File: src/rtl/pktbuf_hs_pkg.sv
package pktbuf_hs_pkg;
  localparam int CW_BITS   = 32;
  localparam int LEN_BITS  = 16;
  localparam int BIT_REL   = 0;
  localparam int BIT_COMMIT = 1;
  localparam int BIT_MODE  = 2;
  localparam int BIT_CLR   = 8;
  localparam int LEN_LSB   = 16;

  typedef enum logic [1:0] {RX_IDLE, RX_AVAIL, RX_RELEASE} rx_state_t;
  typedef enum logic [1:0] {TX_FREE, TX_SEND, TX_HOLD} tx_state_t;
endpackage

File: src/rtl/pktbuf_rx_hs.sv
module pktbuf_rx_hs
  import pktbuf_hs_pkg::*;
#(
  parameter int LW = LEN_BITS
) (
  input  logic          clk,
  input  logic          rst_n,
  input  logic          clr,
  input  logic          rel,
  input  logic          fill_valid,
  output logic          fill_ready,
  input  logic [LW-1:0] fill_len,
  output logic          avail,
  output logic [LW-1:0] avail_len
);
  rx_state_t st_q, st_d;
  logic [LW-1:0] len_q;

  always_comb begin
    st_d = st_q;
    unique case (st_q)
      RX_IDLE:    if (fill_valid) st_d = RX_AVAIL;
      RX_AVAIL:   if (rel)        st_d = RX_RELEASE;
      RX_RELEASE: if (!rel)       st_d = RX_IDLE;
      default:                    st_d = RX_IDLE;
    endcase
    if (clr) st_d = RX_IDLE;
  end

  always_ff @(posedge clk) begin
    if (!rst_n) begin
      st_q  <= RX_IDLE;
      len_q <= '0;
    end else begin
      st_q <= st_d;
      if (st_q == RX_IDLE && fill_valid && !clr) len_q <= fill_len;
    end
  end

  assign fill_ready = (st_q == RX_IDLE) && !clr;
  assign avail      = (st_q == RX_AVAIL);
  assign avail_len  = avail ? len_q : '0;

  AST_RX_READY_EXCL: assert property (@(posedge clk) disable iff (!rst_n)
    fill_ready |-> !avail);
  AST_RX_REL_DROP: assert property (@(posedge clk) disable iff (!rst_n)
    (avail && rel) |=> !avail);
  AST_RX_LEN_STABLE: assert property (@(posedge clk) disable iff (!rst_n)
    (avail && !rel && !clr) |=> $stable(avail_len));
  AST_RX_CLR_IDLE: assert property (@(posedge clk) disable iff (!rst_n)
    clr |=> !avail);
endmodule

File: src/rtl/pktbuf_tx_hs.sv
module pktbuf_tx_hs
  import pktbuf_hs_pkg::*;
#(
  parameter int LW = LEN_BITS
) (
  input  logic          clk,
  input  logic          rst_n,
  input  logic          clr,
  input  logic          commit,
  input  logic [LW-1:0] commit_len,
  output logic          free,
  output logic          send_valid,
  input  logic          send_ready,
  output logic [LW-1:0] send_len
);
  tx_state_t st_q, st_d;
  logic [LW-1:0] len_q;

  always_comb begin
    st_d = st_q;
    unique case (st_q)
      TX_FREE: if (commit)     st_d = TX_SEND;
      TX_SEND: if (send_ready) st_d = commit ? TX_HOLD : TX_FREE;
      TX_HOLD: if (!commit)    st_d = TX_FREE;
      default:                 st_d = TX_FREE;
    endcase
    if (clr) st_d = TX_FREE;
  end

  always_ff @(posedge clk) begin
    if (!rst_n) begin
      st_q  <= TX_FREE;
      len_q <= '0;
    end else begin
      st_q <= st_d;
      if (st_q == TX_FREE && commit && !clr) len_q <= commit_len;
    end
  end

  assign free       = (st_q == TX_FREE);
  assign send_valid = (st_q == TX_SEND);
  assign send_len   = len_q;

  AST_TX_COMMIT_TAKE: assert property (@(posedge clk) disable iff (!rst_n)
    (free && commit && !clr) |=> (send_valid && !free));
  AST_TX_BACKPRESSURE: assert property (@(posedge clk) disable iff (!rst_n)
    (send_valid && !send_ready && !clr) |=> (send_valid && $stable(send_len)));
  AST_TX_NO_REARM: assert property (@(posedge clk) disable iff (!rst_n)
    (!free && !send_valid && commit && !clr) |=> !free);
  AST_TX_CLR_FREE: assert property (@(posedge clk) disable iff (!rst_n)
    clr |=> (free && !send_valid));
endmodule

File: src/rtl/pktbuf_hs_ctrl.sv
module pktbuf_hs_ctrl
  import pktbuf_hs_pkg::*;
#(
  parameter int CW = CW_BITS,
  parameter int LW = LEN_BITS
) (
  input  logic          clk,
  input  logic          rst_n,
  input  logic [CW-1:0] ctrl_word,
  output logic [CW-1:0] status_word,
  input  logic          fill_valid,
  output logic          fill_ready,
  input  logic [LW-1:0] fill_len,
  output logic          send_valid,
  input  logic          send_ready,
  output logic [LW-1:0] send_len,
  output logic          route_master
);
  localparam int LEN_MSB = LEN_LSB + LW - 1;

  logic          clr;
  logic          rx_avail, tx_free;
  logic [LW-1:0] rx_len;

  assign clr          = ctrl_word[BIT_CLR];
  assign route_master = ctrl_word[BIT_MODE];

  pktbuf_rx_hs #(.LW(LW)) rx_i (
    .clk        (clk),
    .rst_n      (rst_n),
    .clr        (clr),
    .rel        (ctrl_word[BIT_REL]),
    .fill_valid (fill_valid),
    .fill_ready (fill_ready),
    .fill_len   (fill_len),
    .avail      (rx_avail),
    .avail_len  (rx_len)
  );

  pktbuf_tx_hs #(.LW(LW)) tx_i (
    .clk        (clk),
    .rst_n      (rst_n),
    .clr        (clr),
    .commit     (ctrl_word[BIT_COMMIT]),
    .commit_len (ctrl_word[LEN_MSB:LEN_LSB]),
    .free       (tx_free),
    .send_valid (send_valid),
    .send_ready (send_ready),
    .send_len   (send_len)
  );

  always_comb begin
    status_word                  = '0;
    status_word[BIT_REL]         = rx_avail;
    status_word[BIT_COMMIT]      = tx_free;
    status_word[LEN_MSB:LEN_LSB] = rx_len;
  end

  AST_FREE_XOR_SEND: assert property (@(posedge clk) disable iff (!rst_n)
    !(status_word[BIT_COMMIT] && send_valid));
endmodule

File: config.mk
export PLATFORM = sky130hd
export DESIGN_NAME = pktbuf_hs_ctrl
export DESIGN_NICKNAME = d
export VERILOG_FILES = /design/src/rtl/pktbuf_hs_pkg.sv /design/src/rtl/pktbuf_rx_hs.sv /design/src/rtl/pktbuf_tx_hs.sv /design/src/rtl/pktbuf_hs_ctrl.sv
export SDC_FILE = /design/constraint.sdc
export NUM_CORES = 1
export LEC_CHECK = 0
export ABC_AREA = 1
export ABC_CLOCK_PERIOD_IN_PS = 900
export CORE_ASPECT_RATIO = 0.75
export CORE_MARGIN = 2
export CORE_UTILIZATION = 38
export CTS_BUF_LIST = sky130_fd_sc_hd__clkbuf_4
export DETAILED_ROUTE_END_ITERATION = 6
export PLACE_DENSITY = 0.82
export SLEW_MARGIN = 10
export SYNTH_ARGS = -nofsm -noshare
export SYNTH_HDL_FRONTEND = slang
export SYNTH_SLANG_ARGS = --single-unit
File: constraint.sdc
create_clock -name clk -period 0.9 [get_ports clk]
set_input_delay 0.09 -clock clk [delete_from_list [all_inputs] [get_ports clk]]
set_output_delay 0.09 -clock clk [all_outputs]
set_load 0.005 [all_outputs]
==> results of run 1 <==
==> power groups by stage <==
stage / combinational, mW / sequential (mW) / clock (mW)
after CTS: 1.05 / 1.75 / 0.938
after global placement: 0.940 / 1.77 / 0
final: 1.12 / 1.75 / 0.896
after detailed placement: 0.963 / 1.77 / 0
after floorplan: 0.516 / 1.78 / 0
after global routing: 1.23 / 1.76 / 0.986
==> metal layers <==
metal | global-route usage, % | share of wire [%] | up-vias
li1 | - | - | 1140
met3 | 3.86 | 5.0 | 9
met5 | 0 | 0 | -
met2 | 32.9 | 49 | 60
met4 | 6.16 | 0.96 | 0
met1 | 23.6 | 45 | 996
==> logic make-up after synthesis <==
| family | share of synthesized area [%] |
|---|---|
| other | 0.181 |
| AND/OR/NAND/NOR | 35.0 |
| buffers and inverters | 29.3 |
| flip-flops | 34.8 |
| AO/OA/AOI/OAI | 0.725 |
==> flip-flops by register name, summed over array words and instances, names as in the netlist <==
register       flops
tx_i.st_q          2
tx_i.send_len     16
rx_i.st_q          2
rx_i.len_q        16
==> Yosys cell counts <==
cell type  count
inv_1         99
nor2_2         1
buf_4         19
nand2_1       70
dfxtp_1       36
and3_1         1
buf_6          2
buf_2          8
conb_1         1
inv_2          3
nand3_1        2
buf_1          3
nor2_8         1
o21ai_0        1
nand4_1       32
a21oi_1        2
nor2_1        51
nor3_1         2
nand3_4        1
clkbuf_1       2
==> metrics by stage <==
step	setup TNS [ns]	hold slack [ns]
3_5_place_dp	-20.50	0.180
3_3_place_gp	-18.99	0.180
5_1_grt	-19.15	0.180
2_1_floorplan	-1.49	0.210
4_1_cts	-15.97	0.180
6_report	-15.65	0.180
==> cell type report <==
type	count	share of cell area [%]
clock inverters	1	0.114
flip-flops and latches	36	22.9
well taps	75	2.85
multi-input cells	179	29.6
clock buffers	7	1.59
inverters	102	11.8
repair buffers	111	31.2
==> worst max path at each step <==
| stage | endpoint | slack, ns |
|---|---|---|
| detailed placement | status_word[18] | -0.48 |
| floorplan | rx_i.len_q[10] | -0.07 |
| global placement | status_word[17] | -0.43 |
| finish | status_word[24] | -0.45 |
| global route | status_word[27] | -0.53 |
| CTS | status_word[24] | -0.49 |
==> repair_timing <==
| item | 4_1_cts | 5_1_grt |
|---|---|---|
| buffers inserted | 10 | 0 |
| cloned | 2 | 0 |
| pin swaps | 21 | 13 |
| endpoints found under the setup margin | 72 | 66 |
| resized for setup | 204 | 34 |
==> metrics, run 1 <==
status complete, but fails checks; failing checks negative setup slack; Clock H-tree levels 2; clk_lat worst skew 0.34 ns; CP top delay family flip-flops; critical path launch point rx_i.st_q[0]; P per Cell Area 1140 nW/um^2; Die ar. 6060 sq um; clock power share 23.8%; WHS Path Cells 0; initial antenna violation count 0; area of the core 5300 sq um; CP max FO 8; ratio of cells with drive above 1 in the final layout 35.1%; placed cells 491; maximum clock rate 738 MHz; vias in the first global route 2081; total I/O pin count 103; synth unique cells 20; CTS buffer count 5; Worst EP required 0.81 ns; setup repair after global routing missed its margin yes; antenna violation net count after detailed routing 0; Switching Share 29.8%; Slew Viols, Final 0; GR Util All Layers 18.9%; CP max stage delay 0.37 ns; Register-to-Register Path Depth 7; worst hold endpoint route_master; global-route wire length before repair 8910 microns; Final Hold Vio Count 0; R2R Setup Slk -0.27 ns; cts hold-fix bufs 0; DRC 0; DPL Wire Length 3820 microns; Root Buffer clkbuf_4; register area share after synthesis 34.8%; worst vdd ir 0.685 mV; Register Area 756 sq um; Leak 1.78 nW; WP buf/inv 4; r2r endpoint rx_i.len_q[0]; via count 2205; Post-DP Area 3020 sq um; crit-path cells inv_2 > nor2_4 > inv_6 > buf_6 > nor2_1 > buf_2; Synthesis Warnings 0; WL final 5710 microns; Non-Filler Instances 511; fin crit share 151%; clock tree buffer depth 2; row cnt 23; Synth area leader dfxtp_1; Antenna Cells 0; Area Overhead vs Synth 59.2%; worst r2r src rx_i.st_q[1]; Max-Cap Viols 0; most frequent cells in the layout inv_1, nand2_1, nor2_1, clkdlybuf4s50_1, nand4_1; Final setup viols 56; largest net degree at the start of global routing 29; routability cong. 0.824; nets 487; Reg power frac 46.5%; grt ovf 0; WP depth 6; NetSw 1.12 mW; Die W 89.2 microns; mean post-synth cell area 6.14 sq um; Slowest cell on crit path dfxtp_4; internal power 2.64 mW; routed vias/inst 4.32; multi-input logic area 975 sq um; Synth top area share 34.8%; Iteration-0 DRC Markers 68; Sink Count 36; Post-Synthesis Cells 337; end-of-flow core utilization 62.2%; WS Path Type reg -> out; TritonRoute pass-1 iters 4; Starting Density 39.1%; Area contributors post-synth dfxtp_1, inv_1, nand2_1; dpl ws -0.478 ns; Mapped Area 2070 sq um; Arrival @ worst endpoint 1.26 ns; Final WS setup -0.455 ns; # port buffers 74; Startpoint Class flip-flop; Gate power share 29.7%; Final Cell Area 3300 sq um; HP Start ctrl_word[2]; Clock transition at path regs 0.11 ns; CP Capture Type output port; #FFs+latches synth 36; CTS tree done; per-cell routed wire length 11.2 microns; commonest non-fill, non-tap cell in the layout inv_1; fill count 496; worst min-delay path class in -> out; Layout Skew 0.0113 ns; Die Y-Extent 67.9 microns; Tot Pwr 3.76 mW; min Tclk post-route 1.35 ns
Note: power is estimated with default switching activity, not from simulation.
==> run 2, diff against run 1 <==
--- a/config.mk
+++ b/config.mk
@@ -16,4 +16,5 @@
 export SLEW_MARGIN = 10
 export SYNTH_ARGS = -nofsm -noshare
 export SYNTH_HDL_FRONTEND = slang
+export SYNTH_HIERARCHICAL = 1
 export SYNTH_SLANG_ARGS = --single-unit
==> run 2 against run 1 <==
Net effect:
- the run still ends with negative setup slack left
- non-clock buffer count increased by 11
- sequential power about the same
- fmax increased by 1.4%
- largest cell class unchanged
- power increased by 1.7%
- sequential cell count unchanged
==> metrics, run 2 <==
Main synth FF type dfxtp_1 (unchanged); Final setup viols 56 (unchanged); Die ar. 6210 sq um (was 6060 sq um); final setup TNS -17.40 ns (was -15.65 ns); fin crit share 148% (was 151%); Commonest cells post-synth inv_1, nand2_1, nor2_1, dfxtp_1, nand4_1 (unchanged); Mapped Area 2120 sq um (was 2070 sq um); Leak 1.84 nW (was 1.78 nW); CP max stage delay 0.35 ns (was 0.37 ns); WS Path Type reg -> out (unchanged); total I/O pin count 103 (unchanged); Die Y-Extent 68.8 microns (was 67.9 microns); Slew Viols, Final 0 (unchanged); Sink Count 36 (unchanged); Post-Synthesis Cells 339 (was 337); Final Hold Vio Count 0 (unchanged); post-synthesis async set-or-reset flop share 0% (unchanged); # port buffers 74 (unchanged); CP max FO 5 (was 8); largest net degree at the start of global routing 16 (was 29); Post-synth EDFFs 0 (unchanged); row cnt 23 (unchanged); routability cong. 0.831 (was 0.824); worst min-delay path class in -> out (unchanged); routing usage on met3 4.57% (was 3.86%); synth unique cells 22 (was 20); fill count 494 (was 496); maximum clock rate 749 MHz (was 738 MHz); initial antenna violation count 0 (unchanged); TritonRoute pass-1 iters 4 (unchanged); Iteration-0 DRC Markers 104 (was 68); CP Capture Type output port (unchanged); Most common cell on crit path nor2_4; Starting Density 39.5% (was 39.1%); antenna violation net count after detailed routing 0 (unchanged); Startpoint Class flip-flop (unchanged); global-route wire length before repair 9940 microns (was 8910 microns); Synth area leader dfxtp_1 (unchanged); CTS buffer count 5 (unchanged); #FFs+latches synth 36 (unchanged); vias in the first global route 2217 (was 2081); Layout Skew 0.00660 ns (was 0.0113 ns); Slowest cell on crit path dfxtp_2 (was dfxtp_4); min Tclk post-route 1.34 ns (was 1.35 ns); area of the core 5380 sq um (was 5300 sq um); Die W 90.3 microns (was 89.2 microns); Root Buffer clkbuf_4 (unchanged); worst vdd ir 0.827 mV (was 0.685 mV); met1 usage 24.7% (was 23.6%); nets 502 (was 487); Clock transition at path regs 0.10 ns (was 0.11 ns); CTS tree done (unchanged); Arrival @ worst endpoint 1.25 ns (was 1.26 ns); Most Crowded Layer GR met2 (unchanged); failing checks negative setup slack (unchanged); Final WS setup -0.435 ns (was -0.455 ns); ratio of cells with drive above 1 in the final layout 41.2% (was 35.1%); status complete, but fails checks (unchanged); DRC 0 (unchanged); per-cell routed wire length 11.7 microns (was 11.2 microns); Non-Filler Instances 526 (was 511); cts hold-fix bufs 0 (unchanged); commonest non-fill, non-tap cell in the layout inv_1 (unchanged); setup repair after global routing missed its margin yes (unchanged); Worst EP required 0.81 ns (about the same); register area share after synthesis 33.9% (was 34.8%); placed cells 503 (was 491); worst hold slack 0.180 ns (about the same); Antenna Cells 0 (unchanged); Max-Cap Viols 0 (unchanged); WL final 6170 microns (was 5710 microns); Synthesis Warnings 6 (was 0); clk_lat worst skew 0.33 ns (was 0.34 ns); Area Overhead vs Synth 63.4% (was 59.2%); GR Util All Layers 20.3% (was 18.9%); routed vias/inst 4.37 (was 4.32); via count 2299 (was 2205); met2 usage 36.6% (was 32.9%); P per Cell Area 1100 nW/um^2 (was 1140 nW/um^2); clock tree buffer depth 2 (unchanged); Synth top area share 33.9% (was 34.8%); most common cell in the netlist inv_1 (unchanged); most frequent cells in the layout inv_1, nand2_1, clkdlybuf4s50_1 (was inv_1, nand2_1, nor2_1, clkdlybuf4s50_1, nand4_1); R2R Setup Slk -0.42 ns (was -0.27 ns); crit-path cells inv_2 > nor2_4 > inv_4 > buf_12 > nor2_4 > buf_2 (was inv_2 > nor2_4 > inv_6 > buf_6 > nor2_1 > buf_2); Clock H-tree levels 2 (unchanged); grt ovf 0 (unchanged); mean post-synth cell area 6.27 sq um (was 6.14 sq um); DPL Wire Length 4150 microns (was 3820 microns); Area contributors post-synth dfxtp_1, inv_1, nand2_1 (unchanged)
==> run 2: cell count changes after synthesis, sizes merged <==
cell / before / now
buf: 32 / 31
clkinv: 0 / 1
inv: 102 / 103
nand2: 70 / 72
nand3: 3 / 2
nor2: 53 / 54
nor3: 2 / 1
==> run 2: cell type report <==
| class | count | area, sq um | area share, % |
|---|---|---|---|
| multi-input combinational | 181 | 1050 | 30.2 |
| timing repair buffer | 122 | 1130 | 32.5 |
| inverter | 104 | 397 | 11.4 |
| clock inverter | 1 | 3.75 | 0.108 |
| sequential | 36 | 748 | 21.5 |
| clock buffer | 7 | 52.6 | 1.51 |
| tap | 75 | 93.8 | 2.70 |
==> run 2: metrics by stage <==
step                      power (mW)  utilization [%]  setup WS, ns  instance area, sq um
after floorplan                 2.35                -       -0.0998                  2270
after global placement          2.75             58.2        -0.473                  3130
after detailed placement        2.78             58.2        -0.539                  3130
after CTS                       3.76             62.0        -0.461                  3340
after global routing            4.08             64.5        -0.537                  3470
final                           3.82             64.5        -0.435                  3470
==> run 2: per-layer routing <==
metal	wire length (microns)	share of wire, %
met3	332	5.4
met2	3140	51
met4	63	1.0
met5	0	0
met1	2640	43
==> run 2: critical path: cells and delay by family, from the launching register on <==
family,cells,cell delay (ns)
and+or+nand+nor,2,0.18
buffers and inverters,4,0.38
DFF,1,0.35
==> run 2: cell families (layout without fill, tap and decap cells) <==
logic type             after synthesis  in the layout  synth area share, %
AO/OA/AOI/OAI                        3              3                0.707
buffers and inverters              137            234                 29.8
flip-flops                          36             36                 33.9
other                                1             14                0.177
AND/OR/NAND/NOR                    162            164                 35.4
==> run 2: path summary, 6_finish.rpt <==
path / to / startpoint / cells after the start
hold / removal: route_master / ctrl_word[2] / 0
hold reg to reg: tx_i/send_len[1] / tx_i/send_len[1] / 4
setup reg to reg: rx_i/len_q[4] / rx_i/st_q[1] / 8
setup / recovery: status_word[18] / rx_i/st_q[0] / 6
==> run 2: power breakdown <==
part           switching [mW]  total [mW]  internal, mW  leakage, nW
clock                   0.509       0.870         0.361       0.0338
sequential             0.0461        1.75          1.71        0.304
combinational           0.588        1.20         0.612         1.50
==> run 2: timing repair <==
item                       CTS  global route
buffers inserted             7             3
cloned                       6             0
resized for setup          198            50
pin swaps                   37            25
setup endpoints to repair   71            72
hold endpoints to repair     0             0
==> run 3, diff against run 2 <==
--- a/config.mk
+++ b/config.mk
@@ -11,9 +11,9 @@
 export CORE_MARGIN = 2
 export CORE_UTILIZATION = 38
 export CTS_BUF_LIST = sky130_fd_sc_hd__clkbuf_4
+export CTS_CLUSTER_SIZE = 12
 export DETAILED_ROUTE_END_ITERATION = 6
 export PLACE_DENSITY = 0.82
-export SLEW_MARGIN = 10
 export SYNTH_ARGS = -nofsm -noshare
 export SYNTH_HDL_FRONTEND = slang
 export SYNTH_HIERARCHICAL = 1
==> results of run 3 <==
Final layout, timing and power as in run 2 (identical DEF).
